## config.mk

```make
export PLATFORM = sky130hd
export DESIGN_NAME = seqtest_top
export DESIGN_NICKNAME = d
export VERILOG_FILES = /design/src/rtl/seqtest_pkg.sv /design/src/rtl/seqtest_lfsr.sv /design/src/rtl/seqtest_scan.sv /design/src/rtl/seqtest_bitclk.sv /design/src/rtl/seqtest_top.sv
export SDC_FILE = /design/constraint.sdc
export NUM_CORES = 1
export LEC_CHECK = 0
export BUFFER_PORTS_ARGS = -buffer_cell sky130_fd_sc_hd__buf_2
export CAP_MARGIN = 20
export CORE_MARGIN = 5
export CORE_UTILIZATION = 45
export CTS_CLUSTER_DIAMETER = 100
export DETAILED_ROUTE_END_ITERATION = 10
export SLEW_MARGIN = 30
export SYNTH_ARGS = -nofsm -noshare
export SYNTH_HDL_FRONTEND = slang
export SYNTH_SLANG_ARGS = --single-unit
```

## constraint.sdc

```tcl
create_clock -name clk -period 2.6 [get_ports clk]
set_input_delay 0.52 -clock clk [delete_from_list [all_inputs] [get_ports clk]]
set_output_delay 0.52 -clock clk [all_outputs]
set_load 0.01 [all_outputs]
```

## src/rtl/seqtest_pkg.sv

```systemverilog
package seqtest_pkg;

    typedef enum logic [1:0] {
        PH_IDLE = 2'd0,
        PH_GEN  = 2'd1,
        PH_RST  = 2'd2,
        PH_SEND = 2'd3
    } phase_t;

    // Strobes from the bit-period timer
    typedef struct packed {
        logic pre_rise;   // cycle before the detector clock rises
        logic sample;     // first cycle with the detector clock high
        logic last;       // final cycle of the bit period
    } tick_t;

    localparam logic [31:0] LFSR_TAPS  = 32'hA300_0000;
    localparam logic [31:0] SEED_SUBST = 32'h1D87_2B41;

    function automatic logic [31:0] lfsr_step(input logic [31:0] s);
        return s[0] ? ((s >> 1) ^ LFSR_TAPS) : (s >> 1);
    endfunction

endpackage

```

## src/rtl/seqtest_lfsr.sv

```systemverilog
module seqtest_lfsr
    import seqtest_pkg::*;
(
    input  logic        clk,
    input  logic        rst,
    input  logic        load,
    input  logic [31:0] seed,
    input  logic        step,
    output logic        bit_out
);
    logic [31:0] state_q;

    always_ff @(posedge clk) begin
        if (rst) begin
            state_q <= SEED_SUBST;
        end else if (load) begin
            state_q <= (seed == 32'd0) ? SEED_SUBST : seed;
        end else if (step) begin
            state_q <= lfsr_step(state_q);
        end
    end

    assign bit_out = state_q[0];

    a_r10_never_zero: assert property (@(posedge clk) disable iff (rst)
        state_q != 32'd0);
endmodule

```

## src/rtl/seqtest_scan.sv

```systemverilog
module seqtest_scan #(
    parameter int PAT_LEN = 4,
    parameter logic [PAT_LEN-1:0] PATTERN = 4'b1101
) (
    input  logic clk,
    input  logic rst,
    input  logic clear,
    input  logic valid,
    input  logic bit_in,
    output logic match
);
    localparam int FW = $clog2(PAT_LEN);
    localparam logic [FW-1:0] FULL = FW'(PAT_LEN - 1);

    logic [PAT_LEN-2:0] win_q;
    logic [FW-1:0]      fill_q;

    assign match = valid && (fill_q == FULL) && ({win_q, bit_in} == PATTERN);

    always_ff @(posedge clk) begin
        if (rst || clear) begin
            win_q  <= '0;
            fill_q <= '0;
        end else if (valid) begin
            win_q <= {win_q[PAT_LEN-3:0], bit_in};
            if (match)
                fill_q <= '0;
            else if (fill_q != FULL)
                fill_q <= fill_q + FW'(1);
        end
    end

    // a match needs PAT_LEN fresh bits, so two matches are never adjacent
    a_r6_no_back_to_back: assert property (@(posedge clk) disable iff (rst)
        match |=> !match);
endmodule

```

## src/rtl/seqtest_bitclk.sv

```systemverilog
module seqtest_bitclk
    import seqtest_pkg::*;
#(
    parameter int PER  = 10,
    parameter int RISE = 4
) (
    input  logic  clk,
    input  logic  rst,
    input  logic  run,
    output tick_t tick
);
    localparam int TW = $clog2(PER);

    logic [TW-1:0] t_q;

    always_ff @(posedge clk) begin
        if (rst || !run)
            t_q <= '0;
        else if (t_q == TW'(PER - 1))
            t_q <= '0;
        else
            t_q <= t_q + TW'(1);
    end

    always_comb begin
        tick.pre_rise = run && (t_q == TW'(RISE - 1));
        tick.sample   = run && (t_q == TW'(RISE));
        tick.last     = run && (t_q == TW'(PER - 1));
    end

    a_r5_strobes_exclusive: assert property (@(posedge clk) disable iff (rst)
        $onehot0({tick.pre_rise, tick.sample, tick.last}));
endmodule

```

## src/rtl/seqtest_top.sv

```systemverilog
module seqtest_top
    import seqtest_pkg::*;
#(
    parameter int STREAM_BITS = 256,
    parameter int PAT_LEN     = 4,
    parameter logic [PAT_LEN-1:0] PATTERN = 4'b1101,
    parameter int TU_CYCLES   = 2,
    parameter int SETUP_TU    = 2,
    parameter int PERIOD_TU   = 5,
    localparam int CW         = $clog2(STREAM_BITS + 1)
) (
    input  logic          clk,
    input  logic          rst,
    input  logic          start_n,
    input  logic [31:0]   seed,
    input  logic          det_result,
    output logic          det_clk,
    output logic          det_data,
    output logic          det_rst,
    output logic          busy,
    output logic          done,
    output logic          pass,
    output logic [CW-1:0] exp_count,
    output logic [CW-1:0] obs_count
);
    // RISE must be at least 1 and leave room for sampling before the period ends
    localparam int PER  = PERIOD_TU * TU_CYCLES;
    localparam int RISE = SETUP_TU * TU_CYCLES;
    localparam int IW   = $clog2(STREAM_BITS);
    localparam logic [IW-1:0] LAST_IDX = IW'(STREAM_BITS - 1);

    phase_t                 phase_q;
    logic [IW-1:0]          idx_q;
    logic [STREAM_BITS-1:0] stream_q;
    logic [STREAM_BITS-1:0] mark_q;
    logic                   cur_mark_q;
    logic                   fail_q;
    logic [2:0]             sync_q;
    logic                   press;
    logic                   gen_bit;
    logic                   gen_match;
    tick_t                  tick;

    // Button synchronizer and press detection (active low)
    always_ff @(posedge clk) begin
        if (rst) sync_q <= 3'b111;
        else     sync_q <= {sync_q[1:0], start_n};
    end
    assign press = sync_q[2] && !sync_q[1];

    seqtest_lfsr u_lfsr (
        .clk     (clk),
        .rst     (rst),
        .load    (phase_q == PH_IDLE && press),
        .seed    (seed),
        .step    (phase_q == PH_GEN),
        .bit_out (gen_bit)
    );

    seqtest_scan #(.PAT_LEN(PAT_LEN), .PATTERN(PATTERN)) u_scan (
        .clk    (clk),
        .rst    (rst),
        .clear  (phase_q == PH_IDLE && press),
        .valid  (phase_q == PH_GEN),
        .bit_in (gen_bit),
        .match  (gen_match)
    );

    seqtest_bitclk #(.PER(PER), .RISE(RISE)) u_bitclk (
        .clk  (clk),
        .rst  (rst),
        .run  (phase_q == PH_RST || phase_q == PH_SEND),
        .tick (tick)
    );

    always_ff @(posedge clk) begin
        if (rst) begin
            phase_q    <= PH_IDLE;
            idx_q      <= '0;
            stream_q   <= '0;
            mark_q     <= '0;
            cur_mark_q <= 1'b0;
            fail_q     <= 1'b0;
            det_clk    <= 1'b0;
            det_data   <= 1'b0;
            det_rst    <= 1'b0;
            busy       <= 1'b0;
            done       <= 1'b0;
            pass       <= 1'b0;
            exp_count  <= '0;
            obs_count  <= '0;
        end else begin
            done <= 1'b0;
            case (phase_q)
                PH_IDLE: begin
                    if (press) begin
                        phase_q   <= PH_GEN;
                        busy      <= 1'b1;
                        pass      <= 1'b0;
                        fail_q    <= 1'b0;
                        exp_count <= '0;
                        obs_count <= '0;
                        idx_q     <= '0;
                    end
                end
                PH_GEN: begin
                    // first generated bit ends up at position 0
                    stream_q <= {gen_bit, stream_q[STREAM_BITS-1:1]};
                    mark_q   <= {gen_match, mark_q[STREAM_BITS-1:1]};
                    if (gen_match) exp_count <= exp_count + CW'(1);
                    idx_q <= idx_q + IW'(1);
                    if (idx_q == LAST_IDX) begin
                        phase_q <= PH_RST;
                        idx_q   <= '0;
                        det_rst <= 1'b1;
                    end
                end
                PH_RST: begin
                    if (tick.last) begin
                        det_rst    <= 1'b0;
                        phase_q    <= PH_SEND;
                        det_data   <= stream_q[0];
                        cur_mark_q <= mark_q[0];
                        stream_q   <= {1'b0, stream_q[STREAM_BITS-1:1]};
                        mark_q     <= {1'b0, mark_q[STREAM_BITS-1:1]};
                    end
                end
                PH_SEND: begin
                    if (tick.pre_rise) det_clk <= 1'b1;
                    if (tick.sample) begin
                        if (det_result != cur_mark_q) fail_q <= 1'b1;
                        if (det_result) obs_count <= obs_count + CW'(1);
                    end
                    if (tick.last) begin
                        det_clk <= 1'b0;
                        if (idx_q == LAST_IDX) begin
                            phase_q  <= PH_IDLE;
                            busy     <= 1'b0;
                            done     <= 1'b1;
                            pass     <= !fail_q;
                            det_data <= 1'b0;
                            idx_q    <= '0;
                        end else begin
                            idx_q      <= idx_q + IW'(1);
                            det_data   <= stream_q[0];
                            cur_mark_q <= mark_q[0];
                            stream_q   <= {1'b0, stream_q[STREAM_BITS-1:1]};
                            mark_q     <= {1'b0, mark_q[STREAM_BITS-1:1]};
                        end
                    end
                end
                default: phase_q <= PH_IDLE;
            endcase
        end
    end

    // the detector clock stays low while its reset is driven
    a_r3_no_clk_in_reset: assert property (@(posedge clk) disable iff (rst)
        det_rst |-> !det_clk);
    // data does not move on the cycle the detector clock rises
    a_r5_data_stable_at_rise: assert property (@(posedge clk) disable iff (rst)
        $rose(det_clk) |-> $stable(det_data));
    // done is a single-cycle pulse and ends the busy window
    a_r9_done_pulse: assert property (@(posedge clk) disable iff (rst)
        done |=> !done);
    a_r9_done_not_busy: assert property (@(posedge clk) disable iff (rst)
        done |-> !busy);
    // outside a run no detector line toggles
    a_r2_idle_quiet: assert property (@(posedge clk) disable iff (rst)
        !busy |-> (!det_clk && !det_rst));
    // pass only appears together with the end of a run
    a_r8_pass_at_done: assert property (@(posedge clk) disable iff (rst)
        $rose(pass) |-> done);
endmodule

```

## After elaboration in Yosys (flattened, before gate mapping)

Cells that the tools add are included.

| word-level totals | value |
|---|---|
| flip-flop bits (word level) | 592 |
| word-level logic and storage cells | 141 |

| operators by class | value |
|---|---|
| $add $sub $neg | 5 |
| eq/ne operators | 21 |
| muxes and demuxes | 55 |
| bitwise logic cells | 3 |
| reductions and logical operators | 38 |

Operators with widths:

| kind | count |
|---|---|
| two-way mux 256 bit | 6 |
| case mux 256 bit (3 select lines) | 2 |
| two-way mux 32 bit | 4 |
| two-way mux 9 bit | 4 |
| case mux 9 bit (2 select lines) | 2 |
| zero test 32 bit | 1 |
| two-way mux 8 bit | 3 |
| case mux 8 bit (3 select lines) | 1 |
| AND reduction 4 bit | 5 |
| two-way mux 1 bit | 19 |
| adder 9 x 1 -> 9 bit (second input constant) | 2 |
| != test 2 bit (second input constant) | 9 |
| two-way mux 2 bit | 7 |
| nonzero test 2 bit | 7 |
| case mux 1 bit (2 select lines) | 6 |
| AND reduction 3 bit | 4 |
| adder 8 x 1 -> 8 bit (second input constant) | 1 |
| == test 4 bit (second input constant) | 2 |
| == test 8 bit (second input constant) | 1 |
| case mux 2 bit (4 select lines) | 1 |
| logical AND 1 bit | 7 |
| == test 2 bit (second input constant) | 3 |
| nonzero test 3 bit | 2 |
| AND reduction 5 bit | 1 |
| other kinds (15) | 22 |

## Depth between registers and ports, before layout

Gate-level depths: netlist of the first run.

| logic depth | value |
|---|---|
| depth in word-level cells | 5 |
| gate-level depth with buffers | 10 |
| gate-level depth less buffers | 6 |

## By module

A second synthesis of the first run with hierarchy kept.

| second synthesis, totals | value |
|---|---|
| cells, all modules | 2124 |
| area, all modules | 22696.8 sq um |

By module, submodules not included:

| module | instances | cells an instance | area each (sq um) | sequential area each (sq um) |
|---|---|---|---|---|
| seqtest_top | 1 | 1879 | 20537.2 | 11030.6 |
| seqtest_lfsr | 1 | 195 | 1669.1 | 640.6 |
| seqtest_scan | 1 | 27 | 266.5 | 100.1 |
| seqtest_bitclk | 1 | 23 | 224.0 | 80.1 |

## Least setup slack after synthesis of the first run

Ideal clock, no wire load.

| timing | value |
|---|---|
| path type | register to register |
| from | register phase_q[0] |
| to | register mark_q[177] |
| setup time | 0.121 ns |
| arrival | 1.925 ns |
| path slack | 0.553 ns |
| cell stages (with the launch flop) | 11 |
| path buffers | 4 |
| period minus slack after synthesis | 2.047 ns |
| path through | dfxtp_1 inv_1 ha_1 nor2_2 nor2_1 or3_1 clkbuf_1 buf_6 buf_6 buf_4 mux2i_1 |

| on the way | value |
|---|---|
| longest elaborated chain between the ends | 5 |
| elaborated cells between the ends (all ways) | 11 |
| classes of those cells | 6 x eq/ne; 1 x mux; 4 x reduce/logical |

RTL lines:

| item | RTL line | source |
|---|---|---|
| from (decl) | seqtest_top.sv:32 | `phase_t phase_q;` |
| from (signal assigned) | seqtest_top.sv:78 | `phase_q <= PH_IDLE;` |
| from (signal assigned) | seqtest_top.sv:97 | `phase_q <= PH_GEN;` |
| from (signal assigned) | seqtest_top.sv:113 | `phase_q <= PH_RST;` |
| == test 2 bit | seqtest_top.sv:72, seqtest_top.sv:94 |  |
| logical OR 1 bit | seqtest_top.sv:72 | `.run (phase_q == PH_RST \|\| phase_q == PH_SEND),` |
| logical AND 1 bit | seqtest_bitclk.sv:28 | `tick.last = run && (t_q == TW'(PER - 1));` |
| != test 2 bit (no source line) | -- |  |
| AND reduction 4 bit (no source line) | -- |  |
| to (signal assigned) | seqtest_top.sv:109 | `mark_q <= {gen_match, mark_q[STREAM_BITS-1:1]};` |
| to (signal assigned) | seqtest_top.sv:125 | `mark_q <= {1'b0, mark_q[STREAM_BITS-1:1]};` |
| to (signal assigned) | seqtest_top.sv:148 | `mark_q <= {1'b0, mark_q[STREAM_BITS-1:1]};` |
| to (decl) | seqtest_top.sv:35 | `logic [STREAM_BITS-1:0] mark_q;` |

Several ways; a longest one is shown, not always the timed one.
A chain may end at the register's enable or synchronous reset.

## Final worst setup path of the first run

| timing | value |
|---|---|
| from | register idx_q[0] |
| to | register stream_q[161] |

| on the way | value |
|---|---|
| longest elaborated chain between the ends | 3 |

RTL lines:

| item | RTL line | source |
|---|---|---|
| from (decl) | seqtest_top.sv:33 | `logic [IW-1:0] idx_q;` |
| from (signal assigned) | seqtest_top.sv:111 | `idx_q <= idx_q + IW'(1);` |
| from (signal assigned) | seqtest_top.sv:144 | `idx_q <= idx_q + IW'(1);` |
| == test 8 bit | seqtest_top.sv:136 | `if (idx_q == LAST_IDX) begin` |
| != test 2 bit (no source line) | -- |  |
| AND reduction 4 bit (no source line) | -- |  |
| to (signal assigned) | seqtest_top.sv:108 | `stream_q <= {gen_bit, stream_q[STREAM_BITS-1:1]};` |
| to (signal assigned) | seqtest_top.sv:124 | `stream_q <= {1'b0, stream_q[STREAM_BITS-1:1]};` |
| to (signal assigned) | seqtest_top.sv:147 | `stream_q <= {1'b0, stream_q[STREAM_BITS-1:1]};` |
| to (decl) | seqtest_top.sv:34 | `logic [STREAM_BITS-1:0] stream_q;` |

No other way between the ends.

==> metrics.txt, run 1 <==
status completed; Post-synth top flop dfxtp_1; Cells after Synth roughly 2,100; post-synthesis sequential area ratio 0.5381; post-CTS setup buffer count 0; hold path depth 2; largest net degree at the start of global routing 93; syn_area_per_cell 10.48 um2; post_cts resized 0; mux contribution to synthesized area 0.2477; R2R cell count 6; min Tclk post-route ~2.3 ns; IO Port Bufs 59; die width 231.2 um; Worst VDD drop 0.0006231 V; R2R Setup Slk 0.31 ns; Worst-Margin Slew 0.6874 ns; Fillers about 4,400; initial antenna violation count 0; worst path arrival time between 2 and 3 ns; CP Class flip-flop to flip-flop; Placement Rows 81; via count 14,164; Slew HR 0.5417; post-synthesis share of cell area spent on xor and xnor gates 0.003181; post-layout util 0.5130; synth warn 0; reg2reg start idx_q[0]; required time of the worst setup path 3.13 ns; Pwr Density a little under 1000 mW/mm2; CP Launch Point idx_q[0]; TritonCTS clock tree done; asr flop ratio synth 0; Remaining Overflow, GRT 0; clock sinks approximately 600; Worst Setup EP stream_q[161]; ANT nets after route 0; via/cell ratio 5.060; max-capacitance violation count 0; first-pass GRT wire length 61.77 mm; Iteration-0 DRC Markers 628; CP max FO 32; Max Freq 437.6 MHz; setup TNS 0 ns; Initial Util 0.4528; core outline area roughly 0.049 mm2; # setup viols final 0; reg2reg end stream_q[161]; DIE HEIGHT 231.2 um; post-synthesis register bit count about 590; most common cell after layout, fill and taps aside dfxtp_1; H-tree depth 2; post-synthesis cell area ~0.022 mm2; CTS Buf Count 59; most frequent cells in the layout 592 x dfxtp_1, 544 x mux2i_1, 534 x nand2_1, 60 x clkbuf_16, 59 x buf_2; drt drc 0; Area Growth Syn to Fin 13.30%; Register Area 0.01185 mm2; final max-slew violation count 0; synthesized net count 2,150; vias in the first global route around 14,000; RSZ-0062 raised after global routing no; Synth cell types 55; Critical Path Source Type flip-flop; post-DR wirelength/cell 12.60 um; largest family of logic cells by synthesized area multiplexers; leakage 11.50 nW; Post-Route WL 35.28 mm; compound-gate portion of the synthesized area 0.03215; IO Count 60; Placer Congestion roughly 0.81; EDFF count, synth 0; pre-CTS setup slack about 0.35 ns; CTS Hold Bufs 0; Overall Global Routing Usage 0.1302; Tot Pwr 24.55 mW; DRT Pass-1 Iters 4; clock latency on the worst-skew pair roughly 0.61 ns; Final #Nets roughly 2,200; clk root buf clkbuf_16; PnR worst setup slack 0.3149 ns; CTS max path bufs 3; Clock transition at path regs around 0.06 ns; Ant. Diodes 0; Detailed Place HPWL 21.97 mm; multi-input logic area around 0.0092 mm2; share of cells above drive strength 1 0.1038; worst clock skew 0.01299 ns; Hold WC Path Type input port to flip-flop; adder-cell share of the synthesized area 0.006817; post-synthesis simple-gate area fraction 0.1297; Final period util 0.8789; final-report hold violation count 0; Worst setup EP type flip-flop; DIE AREA 0.05347 mm2
-- cells by family (layout without fill, tap and decap cells) --
family                     count (synthesis)  count (layout)
and+or+nand+nor                          684             684
DFF                                      592             592
muxes                                    545             545
adders and majority gates                 12              12
xor gates and xnor gates                   8               8
buffers and inverters                    156             231
AOI/OAI and AO/OA                        105             105
-- worst max-delay path, stage by stage (launching register included) --
cell and delay (ns):
dfxtp_1 0.40, ha_1 0.23, nand3_1 0.18, nor3_2 0.31, or3_4 0.31, buf_4 0.48
mux2i_1 0.26
-- worst min-delay path by stage --
| stage | startpoint | to | slack (ns) |
|---|---|---|---|
| floorplan | sync_q[0] | sync_q[1] | 0.39 |
| global placement | sync_q[0] | sync_q[1] | 0.45 |
| detailed placement | sync_q[0] | sync_q[1] | 0.43 |
| CTS | start_n | sync_q[0] | 0.07 |
| global route | start_n | sync_q[0] | 0.09 |
| finish | start_n | sync_q[0] | 0.12 |
-- state kept, by name, summed over array words and instances, names as in the netlist, 4 cells and up --
signal          flops
idx_q               8
exp_count           9
mark_q            256
stream_q          256
obs_count           9
u_bitclk.t_q        4
u_lfsr.state_q     32
-- routing by layer --
layer  GRT usage  wire length (um)  vias to the layer above
li1            -                 -                     7289
met1      0.1667             16960                     6677
met2      0.2210             16280                      137
met3     0.03234              1376                       61
met4     0.03399               666                        0
met5           0                 0                        -
-- area by class of cell --
| cell class | instances | area share |
|---|---|---|
| timing repair buffer | 113 | 0.04061 |
| sequential | 592 | 0.4749 |
| multi-input combinational | 1354 | 0.3706 |
| clock inverter | 16 | 0.007921 |
| inverter | 12 | 0.002106 |
| clock buffer | 90 | 0.07270 |
| tap | 622 | 0.03118 |
-- through the flow --
stage / area [um2] / hold slack [ns] / instances
3_5_place_dp: 22940 / 0.4339 / 2693
4_1_cts: 24960 / 0.07477 / 2799
5_1_grt: 24960 / 0.08615 / 2799
6_report: 24960 / 0.1241 / 2799
2_1_floorplan: 22030 / 0.3895 / 2102
3_3_place_gp: 22940 / 0.4476 / 2693
-- synthesized netlist by cell type (all sizes together) (6+ instances only) --
| cell type | number | area share |
|---|---|---|
| dfxtp | 592 | 0.54 |
| mux2i | 544 | 0.25 |
| nand2 | 534 | 0.091 |
| clkbuf | 79 | 0.013 |
| buf | 65 | 0.027 |
| nor2 | 40 | 0.0069 |
| a21oi | 26 | 0.0059 |
| nand3 | 20 | 0.0045 |
| o21ai | 19 | 0.0043 |
| nor3 | 18 | 0.0043 |
| a211oi | 17 | 0.0058 |
| a32oi | 13 | 0.0052 |
| ha | 12 | 0.0068 |
| inv | 12 | 0.0020 |
| or3 | 11 | 0.0031 |
| or4 | 9 | 0.0031 |
| nor4 | 8 | 0.0023 |
| or2 | 8 | 0.0023 |
| nand4 | 7 | 0.0020 |
| and3 | 6 | 0.0017 |
| xnor2 | 6 | 0.0024 |
-- report_power, final --
group          switching, mW  internal (mW)
clock                   3.41           5.09
sequential             0.111           9.25
combinational           3.43           3.25
total                   6.95           17.6
No activity file was read; power rests on OpenSTA's default activity.
==> run 2, diff against run 1 <==
==> constraint.sdc (replaced) <==
create_clock -name clk -period 2.16 [get_ports clk]
set_input_delay 0.432 -clock clk [delete_from_list [all_inputs] [get_ports clk]]
set_output_delay 0.432 -clock clk [all_outputs]
set_load 0.01 [all_outputs]
==> run 2 against run 1 <==
  * Design area up 0.49%
  * Clock-buffer cell count up 4
  * Non-clock buffer count up 9
  * Die area unchanged
  * Register-to-register slack worse by 0.21 ns
  * Critical path depth up 3
  * Clock power up 21%
  * Critical endpoint is now mark_q[75]
  * Largest cell class unchanged
  * Largest power group unchanged
  * Highest routed layer unchanged
==> metrics.txt, run 2 (synthesized netlist as in run 1, its figures left out) <==
DIE HEIGHT 231.2 um (unchanged); R2R cell count 9 (+3); Placement Rows 81 (unchanged); status completed; DRT Pass-1 Iters 4 (unchanged); final max-slew violation count 0 (unchanged); Remaining Overflow, GRT 0 (unchanged); Initial Util 0.4528 (unchanged); clk root buf clkbuf_16; min-delay src seed[29]; Post-Route WL 35.95 mm (+1.9%); CP Class flip-flop to flip-flop; Final #Nets 2,191 (+0.50%); Regs by FF count mark_q: 256 flops, stream_q: 256 flops, u_lfsr.state_q: 32 flops; share of cells above drive strength 1 0.1104 (+0.006589); DIE AREA 0.05347 mm2 (unchanged); setup TNS 0 ns (unchanged); CTS Buf Count 61 (+3.4%); max-capacitance violation count 0 (unchanged); most common cell after layout, fill and taps aside dfxtp_1; R2R Setup Slk 0.11 ns (-0.21 ns); pre-CTS setup slack 0.06000 ns (-0.2853 ns); core outline area 0.04865 mm2 (unchanged); post-DR wirelength/cell 12.77 um (+1.3%); placed insts 2,699 (+0.22%); clock latency on the worst-skew pair 0.61 ns (about the same); Max Freq 487.6 MHz (+11%); hold path depth 3 (+1); Worst setup EP type flip-flop; Tot Pwr 29.80 mW (+21%); # setup viols final 0 (unchanged); largest net degree at the start of global routing 182 (+96%); Fillers 4,318 (-1.3%); IO Port Bufs 59 (unchanged); Clock transition at path regs 0.06 ns (about the same); Register Area 0.01186 mm2 (about the same); final-report hold violation count 0 (unchanged); H-tree depth 2 (unchanged); worst hold slack 0.1013 ns (-0.02278 ns); via/cell ratio 5.041 (-0.39%); reg2reg start phase_q[0]; CP max FO 12 (-63%); most frequent cells in the layout 588 x dfxtp_1, 544 x mux2i_1, 534 x nand2_1, 63 x clkbuf_16, 59 x buf_2; Final period util 0.9495 (+0.07063); Pwr Density 1188 mW/mm2 (+21%); first-pass GRT wire length 63.30 mm (+2.5%); die width 231.2 um (unchanged); multi-input logic area 0.009265 mm2 (+0.18%); Overall Global Routing Usage 0.1339 (+0.003738); Critical Path Source Type flip-flop; reg2reg end mark_q[75]; required time of the worst setup path 2.65 ns (-0.48 ns); clock sinks 592 (unchanged); initial antenna violation count 0 (unchanged); worst path arrival time 2.54 ns (-0.28 ns); vias in the first global route 13,860 (+0.52%); Area Growth Syn to Fin 13.86%; IO Count 60 (unchanged); CTS max path bufs 3 (unchanged); Iteration-0 DRC Markers 844 (+34%); via count 14,185 (+0.15%); Worst-Margin Slew 0.8056 ns (+0.1182 ns); RSZ-0062 raised after global routing yes; worst clock skew 0.01145 ns (-0.001533 ns); Detailed Place HPWL 21.99 mm (about the same); Hold WC Path Type input port to flip-flop; final instance count without filler cells 2,814 (+0.54%); TritonCTS clock tree done; Ant. Diodes 0 (unchanged); Slew HR 0.4629 (-0.07878); PnR worst setup slack 0.1091 ns (-0.2059 ns); Min-Delay Endpoint u_lfsr.state_q[29]; Worst VDD drop 0.001015 V (+63%); leakage 11.54 nW (+0.38%); drt drc 0 (unchanged); min Tclk post-route 2.051 ns (-0.2341 ns); Placer Congestion 0.7750 (-4.4%); ANT nets after route 0 (unchanged)
[run 2: worst max-delay path, cell delays in order, from the launching register on]
cell,delay (ns)
dfxtp_2,0.34
inv_1,0.09
ha_1,0.23
nor2_2,0.13
nor2_2,0.05
or3_4,0.45
buf_4,0.17
buf_12,0.13
buf_4,0.20
mux2i_1,0.14
[run 2: worst max-delay path by stage]
stage	slack (ns)	cells past startpoint	end	startpoint
after detailed placement	0.06	7	exp_count[7]	phase_q[0]
after floorplan	0.11	10	mark_q[177]	phase_q[0]
after global placement	0.16	7	exp_count[3]	phase_q[0]
after CTS	0.05	7	exp_count[7]	phase_q[0]
after global routing	-0.007	9	mark_q[209]	u_bitclk.t_q[1]
final	0.11	9	mark_q[75]	phase_q[0]
[run 2: final cells by class]
cell class,count,share of cell area
Sequential cell,592,0.4728
Timing Repair Buffer,122,0.04395
Inverter,12,0.002095
Clock buffer,94,0.07264
Multi-Input combinational cell,1354,0.3694
Clock inverter,18,0.008082
Tap cell,622,0.03103
[run 2: report_power, final]
| group | total [mW] | leakage [nW] | internal, mW | switching, mW |
|---|---|---|---|---|
| sequential | 11.3 | 4.77 | 11.1 | 0.141 |
| clock | 10.3 | 0.991 | 6.15 | 4.18 |
| combinational | 8.18 | 5.78 | 3.98 | 4.20 |
| total | 29.8 | 11.5 | 21.3 | 8.52 |
[run 2: per-stage QoR]
stage | util | instance area, um2
finish | 0.5155 | 25080
global route | 0.5155 | 25080
CTS | 0.5139 | 25000
detailed placement | 0.4721 | 22960
global placement | 0.4721 | 22960
floorplan | - | 22030
[run 2: what timing repair did]
action	CTS	global route
buffers inserted	0	1
setup endpoints to repair	0	125
endpoints found under the hold margin	1	0
gates resized for setup	0	13
hold buffers	1	0
[run 2: per-layer routing]
layer	part of all wire	GRT usage
met1	0.48	0.1737
met3	0.033	0.02487
met5	0	0
met2	0.46	0.2247
met4	0.023	0.04755
==> run 3, diff against run 2 <==
--- a/config.mk
+++ b/config.mk
@@ -8,10 +8,11 @@
 export BUFFER_PORTS_ARGS = -buffer_cell sky130_fd_sc_hd__buf_2
 export CAP_MARGIN = 20
 export CORE_MARGIN = 5
-export CORE_UTILIZATION = 45
+export CORE_UTILIZATION = 35
 export CTS_CLUSTER_DIAMETER = 100
 export DETAILED_ROUTE_END_ITERATION = 10
 export SLEW_MARGIN = 30
 export SYNTH_ARGS = -nofsm -noshare
 export SYNTH_HDL_FRONTEND = slang
+export SYNTH_HIERARCHICAL = 1
 export SYNTH_SLANG_ARGS = --single-unit
==> run 3 against run 2 <==
  * The flow now finishes with violations (setup timing)
  * Setup slack got worse by 0.20 ns
  * Clock power about the same
  * Total power increased by 5.6%
  * Clock-buffer cell count decreased by 4
  * Sequential cell count unchanged
  * Sequential power about the same
  * Cell count increased by 11%
  * Highest routed layer unchanged
==> metrics.txt, run 3 <==
synth warn 6 (+6); Pwr Density 1177 mW/mm2 (-0.95%); CTS max path bufs 3 (unchanged); Final #Nets 2,279 (+4.0%); post-DR wirelength/cell 12.53 um (-1.9%); leakage 12.23 nW (+6.0%); ANT nets after route 0 (unchanged); Ant. Diodes 0 (unchanged); Net Switching 8.749 mW (+2.7%); Final period util 1.041 (+0.09149); clock sinks 592 (unchanged); Critical Path Source Type flip-flop; share of cells above drive strength 1 0.1495 (+0.03909); Detailed Place HPWL 24.31 mm (+11%); CTS Buf Count 61 (unchanged); worst path arrival time 2.77 ns (+0.23 ns); clk root buf clkbuf_16; post-synthesis cell area 0.02270 mm2 (+3.0%); Synth area leaders dfxtp_1 52%, mux2i_1 24%, nand2_1 8.7%; DIE AREA 0.07004 mm2 (+31%); Switching Fraction 0.2781 (-0.007868); EDFF count, synth 0 (unchanged); Area Growth Syn to Fin 17.79%; Fillers 6,067 (+41%); first-pass GRT wire length 67.27 mm (+6.3%); status complete, but fails checks; min Tclk post-route 2.249 ns (+0.1976 ns); CP max stage delay 0.50 ns (+0.05 ns); Regs by FF count mark_q: 256 flops, stream_q: 256 flops, u_lfsr/state_q: 32 flops; Initial Util 0.3527 (-0.1001); post-synthesis sequential area ratio 0.5222 (-0.01590); # setup viols final 141 (+141); Slew HR 0.5433 (+0.08036); CP max FO 4 (-8); DRT Pass-1 Iters 4 (unchanged); Cells after Synth 2,124 (+1.0%); multi-input logic area 0.009488 mm2 (+2.4%); Bufs and invs on worst path 3 (-1); initial antenna violation count 0 (unchanged); synthesized net count 2,172 (+1.0%); post-synthesis register bit count 592 (unchanged); Placement Rows 93 (+15%); die width 264.7 um (+14%); H-tree depth 2 (unchanged); Synth top cells by count 592 x dfxtp_1, 534 x mux2i_1, 529 x nand2_1, 71 x clkbuf_1, 68 x a21oi_1; worst hold slack 0.07702 ns (-0.02426 ns); Clock transition at path regs 0.06 ns (about the same); Critical Path, Cell by Cell inv_4 > ha_4 > nor2_4 > inv_2 > nor3b_4 > buf_6 > nor2b_2 > a211o_2 > or4_4 > a221oi_2; Worst-Margin Slew 0.6805 ns (-0.1251 ns); Overall Global Routing Usage 0.1080 (-0.02593); Synth cell types 69 (+25%); worst clock skew 0.02054 ns (+0.009082 ns); CP top delay family simple AND/OR/NAND/NOR gates; via/cell ratio 4.677 (-7.2%); final max-slew violation count 0 (unchanged); IO Count 60 (unchanged); clock latency on the worst-skew pair 0.62 ns (about the same); CP Class flip-flop to flip-flop; drt drc 0 (unchanged); Worst setup EP type flip-flop; final-report hold violation count 0 (unchanged); Remaining Overflow, GRT 0 (unchanged); failing checks setup timing; Placer Congestion 0.7797 (+0.61%); syn_area_per_cell 10.69 um2 (+2.0%); Register Area 0.01186 mm2 (unchanged); cell taking the most area after synthesis dfxtp_1; core outline area 0.06435 mm2 (+32%); Max Freq 444.7 MHz (-8.8%); Seq pwr share 0.360 (-0.019); IO Port Bufs 59 (unchanged); asr flop ratio synth 0 (unchanged); Internal 22.71 mW (+6.7%); max-capacitance violation count 0 (unchanged); Worst VDD drop 0.0006443 V (-37%); PnR worst setup slack -0.08852 ns (-0.1976 ns); Iteration-0 DRC Markers 678 (-20%); Logic pwr share 0.308 (+0.033); vias in the first global route 14,783 (+6.7%); largest net degree at the start of global routing 73 (-60%); DIE HEIGHT 264.7 um (+14%); pre-CTS setup slack -0.1132 ns (-0.1732 ns); count leader, synth dfxtp_1; Clock power frac 0.332 (-0.015); TritonCTS clock tree done; Post-synth top flop dfxtp_1; most frequent cells in the layout 590 x dfxtp_1, 533 x mux2i_1, 528 x nand2_1, 70 x clkbuf_16, 65 x a21oi_1; Hold WC Path Type input port to flip-flop; Slowest-stage cell, CP or4_4; via count 14,666 (+3.4%); required time of the worst setup path 2.69 ns (+0.04 ns); Yosys top cell area share 0.5222 (-0.01590); RSZ-0062 raised after global routing yes; Post-Route WL 39.31 mm (+9.4%); most common cell after layout, fill and taps aside dfxtp_1
run 3: cell types whose count changed in the layout (fill, tap and decap cells not counted), moves of 8 or more:
| cell | previous run | this run |
|---|---|---|
| a21oi_1 | 26 | 65 |
| nor2_1 | 38 | 60 |
| buf_12 | 20 | 41 |
| buf_4 | 37 | 57 |
| nor3b_1 | 0 | 14 |
| a32oi_1 | 13 | 1 |
| mux2i_1 | 544 | 533 |
| nor3_1 | 17 | 7 |
| o21ai_0 | 18 | 8 |
| a22oi_2 | 0 | 9 |
| or3_1 | 10 | 1 |
| a211oi_1 | 17 | 9 |
run 3: stage by stage:
step	instances	power [mW]	cell area, um2	TNS (ns)	utilization
after floorplan	2124	19.46	22730	0	-
after global placement	2999	19.61	24030	-1.685	0.3734
after detailed placement	2999	19.77	24030	-6.800	0.3734
after CTS	3122	31.22	26380	-2.611	0.4099
after global routing	3136	32.81	26730	-36.81	0.4155
final	3136	31.46	26730	-3.115	0.4155
run 3: final cells by class:
type                            instances  share of cell area
Clock buffer                           90             0.06566
Clock inverter                         23             0.01016
Inverter                               17            0.002855
Multi-Input combinational cell       1372              0.3549
Sequential cell                       592              0.4435
Tap cell                              855             0.04002
Timing Repair Buffer                  187             0.08293
run 3: timing repair:
action	in CTS	in global routing
buffers inserted	4	7
hold endpoints to repair	1	0
setup endpoints to repair	408	519
gates resized for setup	27	26
gates cloned	5	10
hold buffers	1	0
pin swaps	0	10
run 3: worst min-delay path, cell delays in order:
cell,delay [ns]
buf_2,0.09
a21oi_1,0.05
nor2_1,0.07
run 3: final timing paths:
path / from / end / slack (ns) / depth (start not counted)
max: phase_q[0] / idx_q[5] / -0.09 / 10
min: seed[12] / u_lfsr/state_q[12] / 0.08 / 3
max reg2reg: phase_q[0] / idx_q[5] / -0.09 / 10
min reg2reg: sync_q[0] / sync_q[1] / 0.42 / 1
run 3: cell families after synthesis:
logic type / after synthesis / synth area share
and+or+nand+nor: 677 / 0.1250
muxes: 534 / 0.2355
AOI/OAI and AO/OA: 135 / 0.03942
adders and majority gates: 12 / 0.006615
xor gates and xnor gates: 14 / 0.005402
DFF: 592 / 0.5222
buffers and inverters: 160 / 0.06588
run 3: routing by layer:
| metal | share of wire | vias up | GRT usage |
|---|---|---|---|
| met3 | 0.030 | 71 | 0.02330 |
| met1 | 0.45 | 7026 | 0.1291 |
| met5 | 0 | - | 0 |
| met2 | 0.50 | 133 | 0.1933 |
| met4 | 0.025 | 0 | 0.03524 |
| li1 | - | 7436 | - |
run 3: power groups by stage:
stage	sequential, mW	clock, mW	combinational (mW)
finish	11.3	10.4	9.69
global route	11.3	11.3	10.2
CTS	11.3	10.8	9.07
detailed placement	11.6	0	8.21
global placement	11.5	0	8.06
floorplan	11.5	0	7.93
